### config.mk
export PLATFORM = sky130hd
export DESIGN_NAME = edg_txgate
export DESIGN_NICKNAME = d
export VERILOG_FILES = /design/src/rtl/edg_pkg.sv /design/src/rtl/edg_acc.sv /design/src/rtl/edg_pct.sv /design/src/rtl/edg_hyst.sv /design/src/rtl/edg_thresh.sv /design/src/rtl/edg_txgate.sv
export SDC_FILE = /design/constraint.sdc
export NUM_CORES = 1
export LEC_CHECK = 0
export ABC_AREA = 1
export BUFFER_PORTS_ARGS = -buffer_cell sky130_fd_sc_hd__buf_2
export CAP_MARGIN = 20
export CORE_MARGIN = 2
export CORE_UTILIZATION = 55
export DETAILED_ROUTE_END_ITERATION = 12
export HOLD_SLACK_MARGIN = 0.12
export MAX_ROUTING_LAYER = met4
export PLACE_DENSITY_LB_ADDON = 0.3
export SLEW_MARGIN = 0
export SYNTH_ARGS = -nofsm -noshare
export SYNTH_HDL_FRONTEND = slang
export SYNTH_SLANG_ARGS = --single-unit
### constraint.sdc
create_clock -name clk -period 8.91 [get_ports clk]
set_input_delay 1.782 -clock clk [delete_from_list [all_inputs] [get_ports clk]]
set_output_delay 1.782 -clock clk [all_outputs]
set_load 0.03 [all_outputs]
### src/rtl/edg_pkg.sv
package edg_pkg;

    // Transmit-path enables driven by the gate
    typedef struct packed {
        logic mac_tx;
        logic auto_rsp;
        logic tx_ant;
        logic rx_ant;
        logic rf_pin;
        logic trsw;
    } tx_enables_t;

    localparam tx_enables_t EN_ALL_ON = '{
        mac_tx: 1'b1, auto_rsp: 1'b1, tx_ant: 1'b1,
        rx_ant: 1'b1, rf_pin: 1'b1, trsw: 1'b1
    };

    localparam int unsigned PCT_W = 7;

endpackage

### src/rtl/edg_acc.sv
// Period timer plus busy-cycle accumulator; emits the total at each period end.
module edg_acc #(
    parameter int unsigned PERIOD = 1000,
    parameter int unsigned CNT_W  = $clog2(PERIOD + 1)
) (
    input  logic             clk,
    input  logic             rst_n,
    input  logic             clr_i,
    input  logic             energy_i,
    output logic             eval_vld_o,
    output logic [CNT_W-1:0] busy_tot_o
);

    localparam logic [CNT_W-1:0] LAST_CYC = CNT_W'(PERIOD - 1);
    localparam logic [CNT_W-1:0] CNT_MAX  = '1;

    typedef struct packed {
        logic [CNT_W-1:0] cyc;
        logic [CNT_W-1:0] busy;
        logic [CNT_W-1:0] total;
        logic             vld;
    } acc_state_t;

    acc_state_t st_d, st_q;
    logic [CNT_W-1:0] busy_inc;

    always_comb begin
        st_d     = st_q;
        st_d.vld = 1'b0;
        // saturating add of this cycle's energy flag
        if (energy_i && (st_q.busy != CNT_MAX)) begin
            busy_inc = st_q.busy + 1'b1;
        end else begin
            busy_inc = st_q.busy;
        end
        if (clr_i) begin
            st_d.cyc  = '0;
            st_d.busy = '0;
        end else if (st_q.cyc == LAST_CYC) begin
            st_d.vld   = 1'b1;
            st_d.total = busy_inc;
            st_d.cyc   = '0;
            st_d.busy  = '0;
        end else begin
            st_d.cyc  = (st_q.cyc == CNT_MAX) ? st_q.cyc : st_q.cyc + 1'b1;
            st_d.busy = busy_inc;
        end
    end

    always_ff @(posedge clk or negedge rst_n) begin
        if (!rst_n) begin
            st_q <= '0;
        end else begin
            st_q <= st_d;
        end
    end

    assign eval_vld_o = st_q.vld;
    assign busy_tot_o = st_q.total;

endmodule

### src/rtl/edg_pct.sv
// Busy total -> percentage of the period, clamped at 100.
module edg_pct #(
    parameter int unsigned PERIOD = 1000,
    parameter int unsigned CNT_W  = $clog2(PERIOD + 1)
) (
    input  logic [CNT_W-1:0]            busy_tot_i,
    output logic [edg_pkg::PCT_W-1:0]   pct_o
);

    localparam int unsigned PROD_W = CNT_W + 7;
    localparam logic [PROD_W-1:0] HUNDRED = PROD_W'(100);
    localparam logic [PROD_W-1:0] DIVISOR = PROD_W'(PERIOD);

    logic [PROD_W-1:0] prod;
    logic [PROD_W-1:0] quot;

    always_comb begin
        prod = PROD_W'(busy_tot_i) * HUNDRED;
        quot = prod / DIVISOR;
        if (quot > HUNDRED) begin
            pct_o = edg_pkg::PCT_W'(100);
        end else begin
            pct_o = edg_pkg::PCT_W'(quot);
        end
    end

endmodule

### src/rtl/edg_hyst.sv
// Consecutive busy/quiet run counters and the transmit gate.
module edg_hyst
    import edg_pkg::*;
#(
    parameter int unsigned RUN_W      = 8,
    parameter int unsigned BLOCK_RUNS = 2,
    parameter int unsigned BUSY_PCT   = 90
) (
    input  logic             clk,
    input  logic             rst_n,
    input  logic             clr_i,
    input  logic             eval_vld_i,
    input  logic [PCT_W-1:0] pct_i,
    output logic             blocked_o,
    output tx_enables_t      en_o
);

    localparam logic [RUN_W-1:0] RUN_MAX   = '1;
    localparam logic [RUN_W-1:0] RUN_LIMIT = RUN_W'(BLOCK_RUNS);
    localparam logic [PCT_W-1:0] PCT_LIMIT = PCT_W'(BUSY_PCT);

    typedef struct packed {
        logic [RUN_W-1:0] trig;
        logic [RUN_W-1:0] quiet;
        logic             blocked;
        tx_enables_t      en;
    } hyst_state_t;

    hyst_state_t st_d, st_q;
    logic             busy_period;
    logic [RUN_W-1:0] trig_nxt;
    logic [RUN_W-1:0] quiet_nxt;

    always_comb begin
        busy_period = (pct_i > PCT_LIMIT);
        if (busy_period) begin
            trig_nxt  = (st_q.trig == RUN_MAX) ? st_q.trig : st_q.trig + 1'b1;
            quiet_nxt = '0;
        end else begin
            trig_nxt  = '0;
            quiet_nxt = (st_q.quiet == RUN_MAX) ? st_q.quiet : st_q.quiet + 1'b1;
        end

        st_d = st_q;
        if (clr_i) begin
            st_d.trig    = '0;
            st_d.quiet   = '0;
            st_d.blocked = 1'b0;
            st_d.en      = EN_ALL_ON;
        end else if (eval_vld_i) begin
            st_d.trig  = trig_nxt;
            st_d.quiet = quiet_nxt;
            if ((trig_nxt > RUN_LIMIT) && !st_q.blocked) begin
                st_d.blocked     = 1'b1;
                st_d.en.mac_tx   = 1'b0;
                st_d.en.auto_rsp = 1'b0;
                st_d.en.tx_ant   = 1'b0;
                st_d.en.rx_ant   = 1'b0;
            end else if ((quiet_nxt > RUN_LIMIT) && st_q.blocked) begin
                st_d.blocked = 1'b0;
                st_d.en      = EN_ALL_ON;
            end
        end
    end

    always_ff @(posedge clk or negedge rst_n) begin
        if (!rst_n) begin
            st_q.trig    <= '0;
            st_q.quiet   <= '0;
            st_q.blocked <= 1'b0;
            st_q.en      <= EN_ALL_ON;
        end else begin
            st_q <= st_d;
        end
    end

    assign blocked_o = st_q.blocked;
    assign en_o      = st_q.en;

endmodule

### src/rtl/edg_thresh.sv
// Band-dependent energy threshold, duplicated into both halves of the word.
module edg_thresh #(
    parameter int unsigned TH_W  = 8,
    parameter int unsigned TH_HI = 8'h0E,
    parameter int unsigned TH_LO = 8'h20
) (
    input  logic              clk,
    input  logic              rst_n,
    input  logic              band_hi_i,
    output logic [2*TH_W-1:0] thresh_o
);

    localparam logic [TH_W-1:0] HI_VAL = TH_W'(TH_HI);
    localparam logic [TH_W-1:0] LO_VAL = TH_W'(TH_LO);

    logic [2*TH_W-1:0] word_d, word_q;

    always_comb begin
        for (int unsigned i = 0; i < 2; i++) begin
            word_d[i*TH_W +: TH_W] = band_hi_i ? HI_VAL : LO_VAL;
        end
    end

    always_ff @(posedge clk or negedge rst_n) begin
        if (!rst_n) begin
            word_q <= {LO_VAL, LO_VAL};
        end else begin
            word_q <= word_d;
        end
    end

    assign thresh_o = word_q;

endmodule

### src/rtl/edg_txgate.sv
module edg_txgate
    import edg_pkg::*;
#(
    parameter int unsigned PERIOD     = 1000,
    parameter int unsigned RUN_W      = 8,
    parameter int unsigned BLOCK_RUNS = 2,
    parameter int unsigned BUSY_PCT   = 90,
    parameter int unsigned TH_W       = 8,
    parameter int unsigned TH_HI      = 8'h0E,
    parameter int unsigned TH_LO      = 8'h20
) (
    input  logic              clk,
    input  logic              rst_n,
    input  logic              energy_i,
    input  logic              regmode_i,
    input  logic              reinit_i,
    input  logic              band_hi_i,
    output logic              eval_vld_o,
    output logic [PCT_W-1:0]  busy_pct_o,
    output logic              tx_blocked_o,
    output logic              mac_tx_en_o,
    output logic              auto_rsp_en_o,
    output logic              tx_ant_en_o,
    output logic              rx_ant_en_o,
    output logic              rf_pin_en_o,
    output logic              trsw_en_o,
    output logic [2*TH_W-1:0] ed_thresh_o
);

    localparam int unsigned CNT_W = $clog2(PERIOD + 1);

    logic             clr;
    logic             eval_vld;
    logic [CNT_W-1:0] busy_tot;
    logic [PCT_W-1:0] pct;
    tx_enables_t      en;

    // leaving regulatory mode behaves like a re-initialisation
    assign clr = reinit_i | ~regmode_i;

    edg_acc #(.PERIOD(PERIOD), .CNT_W(CNT_W)) acc_i (
        .clk        (clk),
        .rst_n      (rst_n),
        .clr_i      (clr),
        .energy_i   (energy_i),
        .eval_vld_o (eval_vld),
        .busy_tot_o (busy_tot)
    );

    edg_pct #(.PERIOD(PERIOD), .CNT_W(CNT_W)) pct_i (
        .busy_tot_i (busy_tot),
        .pct_o      (pct)
    );

    edg_hyst #(.RUN_W(RUN_W), .BLOCK_RUNS(BLOCK_RUNS), .BUSY_PCT(BUSY_PCT)) hyst_i (
        .clk        (clk),
        .rst_n      (rst_n),
        .clr_i      (clr),
        .eval_vld_i (eval_vld),
        .pct_i      (pct),
        .blocked_o  (tx_blocked_o),
        .en_o       (en)
    );

    edg_thresh #(.TH_W(TH_W), .TH_HI(TH_HI), .TH_LO(TH_LO)) thresh_i (
        .clk       (clk),
        .rst_n     (rst_n),
        .band_hi_i (band_hi_i),
        .thresh_o  (ed_thresh_o)
    );

    assign eval_vld_o    = eval_vld;
    assign busy_pct_o    = pct;
    assign mac_tx_en_o   = en.mac_tx;
    assign auto_rsp_en_o = en.auto_rsp;
    assign tx_ant_en_o   = en.tx_ant;
    assign rx_ant_en_o   = en.rx_ant;
    assign rf_pin_en_o   = en.rf_pin;
    assign trsw_en_o     = en.trsw;

endmodule

# --- Yosys cells after proc, flatten, opt, wreduce, memory -nomap -nowiden ---
# Index checks and enable logic that the tools add are counted.
totals:
  regBits: 70
  output_inout_bits: 31
  word_cells: 61
classes:
  n_addsub: 4
  n_mul: 1
  n_div: 1
  order_cmp: 4
  eq_ne: 7
  mux: 17
  bitwise: 3
  reduce_logical: 10
ops:
  columns: ["op", "count"]
  rows:
  - ["$mux 23", 2]
  - ["$mux 20", 2]
  - ["$mux 8", 4]
  - ["$add 10x1->10 const B", 2]
  - ["$eq 10x10->1 const B", 2]
  - ["$mux 10", 2]
  - ["$div 17x10->17 const B", 1]
  - ["$gt 17x7->1 const B", 1]
  - ["$add 8x1->8 const B", 2]
  - ["$eq 8x8->1 const B", 2]
  - ["$gt 8x2->1 const B", 2]
  - ["$mul 10x5->15 const B", 1]
  - ["$mux 7", 2]
  - ["$ne 10x10->1 const B", 1]
  - ["$gt 7x7->1 const B", 1]
  - ["$mux 6", 1]
  - ["$mux 5", 1]
  - ["$reduce_and 2->1", 2]
  - ["$reduce_bool 2->1", 2]
  - ["$logic_and 1x1->1", 3]
  - ["$ne 3x1->1 const B", 1]
  - ["$reduce_and 3->1", 1]
  - ["$reduce_bool 3->1", 1]
  - ["$mux 1", 2]
  - ["5 further kinds", 6]

# --- Logic depth before layout (Yosys ltp) ---
depth:
  depth_word: 12
  ltp_mapped: 74
  mapped_depth_nobuf: 73

# --- Modules after synthesis ---
# From an unflattened synthesis, not the netlist that was laid out.
hier_totals:
  cells_unflattened: 1029
  hier_area_um2: 6497.5
by_module_without_submodules:
  columns: ["module", "n_inst", "cells_per_inst", "area_per_inst_um2", "seq_area_each_um2"]
  rows:
  - ["edg_pct", 1, 585, 3236.9, 0.0]
  - ["edg_acc", 1, 230, 1774.2, 775.7]
  - ["edg_hyst", 1, 194, 1315.0, 451.7]
  - ["edg_thresh", 1, 18, 163.9, 51.3]
  - ["edg_txgate", 1, 2, 7.5, 0.0]

# --- Least setup slack after synthesis ---
# No wires, ideal clock.
synth_timing:
  path_kind: "reg2out"
  from: "register acc_i.st_q, in the netlist acc_i.busy_tot_o[3]"
  to: "output port busy_pct_o[4]"
  arrival_ps: 6507
  path_slack_ps: 621
  stages_incl_launch_ff: 57
  cell_sequence: "dfrtp_1 -> ha_1 -> ha_1 -> inv_1 -> fa_1 -> inv_1 -> ha_1 -> buf_4 -> nand2_1 -> nand2_2 -> nand2_2 -> nand3_1 -> nand2_1 -> nand2_1 -> nor2_4 -> nand2_4 -> nor2_8 -> nor2_1 -> (+21 left out) -> nand2_1 -> nand2_2 -> nand2_1 -> nor2_2 -> nand2_4 -> nand2_4 -> nand2_1 -> nand3_2 -> nand2_4 -> nor2_4 -> nand2_2 -> nand2_4 -> nand2_1 -> nand2_1 -> inv_2 -> nand3_2 -> nand3_2 -> a21oi_1"
synth_via:
  elab_chain_cells: 4
synth_lines:
  columns: ["item", "line", "text"]
  rows:
  - ["start: declaration", "edg_acc.sv:24", "acc_state_t st_d, st_q;"]
  - ["start signal: assignment", "edg_acc.sv:54", "st_q <= st_d;"]
  - ["$mul 10x5->15 *", "edg_pct.sv:18", "prod = PROD_W'(busy_tot_i) * HUNDRED;"]
  - ["$div 17x10->17 *", "edg_pct.sv:19", "quot = prod / DIVISOR;"]
  - ["$gt 17x7->1", "edg_pct.sv:20", "if (quot > HUNDRED) begin"]
  - ["$mux 7 *", "edg_pct.sv:20", null]
  - ["end: declaration", "edg_txgate.sv:19", "output logic [PCT_W-1:0] busy_pct_o,"]
# Mark *: on every way between the ends. The rest lies on a longest branch, timed or not.

# --- Worst setup path in the final report ---
layout_timing:
  from: "register acc_i.st_q, in the netlist acc_i.busy_tot_o[2]"
  to: "output port busy_pct_o[3]"
# Same word-level chain as after synthesis.

==> key figures <==
Outcome
  • Outcome: finished, violations left
  • Failing checks: negative setup slack

CTS
  • Reg clk slew, reported paths: 0.10 ns
  • Max Buffers Root-to-Sink: 2
  • Sink Count: 51
  • CTS Hold Bufs: 0
  • Root buf cell: clkbuf_8
  • Clock latency on the worst-skew pair: 0.31 ns
  • CTS Buf Count: 5
  • H-tree Lvls: 2
  • CTS tree: done

Floorplan
  • Core Footprint: 10420 µm²
  • Die area: 11630 µm²
  • IO Pins: 37
  • Die Wd: 107.8 µm
  • Die H: 107.8 µm
  • Core Rows: 37
  • Initial cell density of the core: 0.5694

Pwr
  • Tot Pwr: 407.1 µW
  • Logic gate share of total power: 0.074
  • Clk pwr share: 0.349
  • Psw: 109.6 µW
  • Reg power frac: 0.578
  • Pwr dens: 55.03 nW/µm²
  • Leakage power: 4.005 nW
  • Pint: 297.5 µW
  • Sw Share: 0.2692
  • VDD IR max: 123.5 µV

Cells and area
  • Nets: 1025
  • Ant. Diodes: 0
  • Layout cell share with drive strength beyond 1: 0.3371
  • FF/Latch Area: 1281 µm²
  • Finished Core Util: 0.7102
  • Most frequent cells in the layout: 171 x nand2_1, 116 x inv_1, 66 x buf_4
  • Finished Layout Cells: 1109
  • Final-layout fill cell count: 762
  • Most common cell after layout, fill and taps aside: nand2_1
  • Area Overhead vs Synth: 24.73%
  • Final Instance Area: 7397 µm²
  • Multi-input logic area: 4578 µm²

Worst setup path
  • WP data arrival: 7.56 ns
  • Worst setup SP type: flip-flop
  • Worst R2R Path Depth: 64
  • Slowest CP cell: dfrtp_2
  • Req. time, crit path: 7.13 ns
  • Crit path kind: reg2out
  • Setup crit end kind: primary output
  • Most frequent CP cell: nand2_4
  • Reg2Reg Setup Slack: 0.62 ns
  • CP max FO: 7
  • Largest stage delay, worst path: 0.48 ns

Timing
  • Fin crit period: 9.339 ns
  • Worst hold slack: 0.4873 ns
  • Max Slew Vio Count: 0
  • Least-Margin Pin Slew: 1.160 ns
  • Final setup violation count: 7
  • Fin Clk Skew: 0.008321 ns
  • Fmax: 107.1 MHz
  • Unrepaired setup endpoints after global routing: yes
  • Final hold vios: 0
  • Setup_tns: -2.330 ns
  • Post-route clock period utilization: 1.048
  • Slew headroom: 0.2241
  • Setup WS post-layout: -0.4290 ns

Logic synthesis
  • Post-synthesis sequential area ratio: 0.2156
  • EDFF count, synth: 0
  • Top post-synthesis cells by area: dfrtp_1 21%, nand2_1 13%, ha_1 8.9%, inv_1 8.5%, nand3_1 6.6%
  • Cell taking the most area after synthesis: dfrtp_1
  • Distinct cell type count after synthesis: 51
  • Mean Syn Cell Area: 6.679 µm²
  • Post-Syn Area: 5931 µm²
  • Main flop type after synthesis: dfrtp_1
  • Synth Instances: 888
  • Share of the synthesized area in the top cell type: 0.2068
  • Yosys reg bits: 51
  • Yosys warning total: 0
  • FFs w/ async S/R, synth: 1.000

Placed design
  • DPL Wire Length: 9568 µm
  • Cell Area, Placed: 6140 µm²
  • Placed insts: 1040
  • Global placement routability congestion: 0.9348
  • Port Buffer Count: 26
  • Pre-CTS setup slack: 0.009692 ns

Detailed routing
  • DR vias: 6226
  • Drt pass-1 iters: 5
  • Via density: 5.614
  • Total wire length: 16190 µm
  • Initial DRC Count: 590
  • Wire length per cell: 14.60 µm
  • Post-route ant nets: 0
  • # DRC: 0

GRT
  • Gr ovfl total: 0
  • Pin count of the biggest net entering global routing: 52
  • Initial antenna violation count: 0
  • First-pass GRT wire length: 22250 µm
  • Total Routing Usage GR: 0.2356
  • Vias in the first global route: 5173

Run
  • Max-cap check violation count: 0

Min path
  • Worst hold stages: 2
  • Worst hold path type: reg2reg
-- area by class of cell --
| cell class | instances | area share |
|---|---|---|
| inverter | 151 | 0.07865 |
| timing repair buffer | 93 | 0.09320 |
| clock inverter | 3 | 0.003721 |
| sequential | 51 | 0.1732 |
| tap | 136 | 0.02300 |
| clock buffer | 5 | 0.009303 |
| multi-input combinational | 670 | 0.6189 |
-- sequential cells by signal, summed over array words and instances (netlist names) --
signal / count
hyst_i.blocked_o: 1
hyst_i.en_o: 1
thresh_i.thresh_o: 2
acc_i.busy_tot_o: 10
acc_i.eval_vld_o: 1
acc_i.st_q: 20
hyst_i.st_q: 16
-- logic make-up after synthesis --
group / share of synthesized area
buf+inv: 0.1262
compound gates: 0.1025
fa+ha+maj: 0.1055
other cells: 0.001266
flops: 0.2156
simple gates: 0.4108
xor+xnor: 0.03819
-- timing repair --
item	4_1_cts	5_1_grt
gates resized for setup	32	154
gates cloned	0	2
pin swaps	23	92
setup endpoints to repair	5	7
setup buffers	23	36
-- synth_stat cells (15+ instances only) --
cell type    n
buf_4       20
inv_2       16
inv_1      135
nor2_1      79
nand3_1     78
nand2_2     32
dfrtp_1     49
a21oi_1     19
o21ai_0     48
xor2_1      15
nand2_1    209
ha_1        42
nand2_4     15
-- power by group through the flow --
stage / Combinational [mW] / Clock (mW) / Sequential [mW]
5_1_grt: 0.0334 / 0.156 / 0.235
2_1_floorplan: 0.0246 / 0 / 0.241
6_report: 0.0299 / 0.142 / 0.235
4_1_cts: 0.0304 / 0.148 / 0.235
3_3_place_gp: 0.0301 / 0 / 0.240
3_5_place_dp: 0.0304 / 0 / 0.240
-- critical path, delay by kind of cell, from the launching register on --
family	cells	cell delay (ns)
AOI/OAI and AO/OA	3	0.46
and+or+nand+nor	42	4.13
DFF	1	0.48
buffers and inverters	8	0.81
adders and majority gates	4	1.30
-- layer usage --
metal	GRT usage	part of all wire	vias up
met5	-	0	-
met4	0.06319	0.035	0
met3	0.01695	0.053	79
met2	0.4093	0.50	266
met1	0.2975	0.41	2901
li1	-	-	2980
-- final timing paths --
path                                     start             endpoint
min                             hyst_i.en_o[2]       hyst_i.en_o[2]
max reg2reg                acc_i.busy_tot_o[2]     hyst_i.blocked_o
min in group asynchronous                rst_n      hyst_i.st_q[18]
min reg2reg                     hyst_i.en_o[2]       hyst_i.en_o[2]
max in group asynchronous                rst_n  acc_i.busy_tot_o[2]
max                        acc_i.busy_tot_o[2]        busy_pct_o[3]
Power figures use the tool's default switching activity.
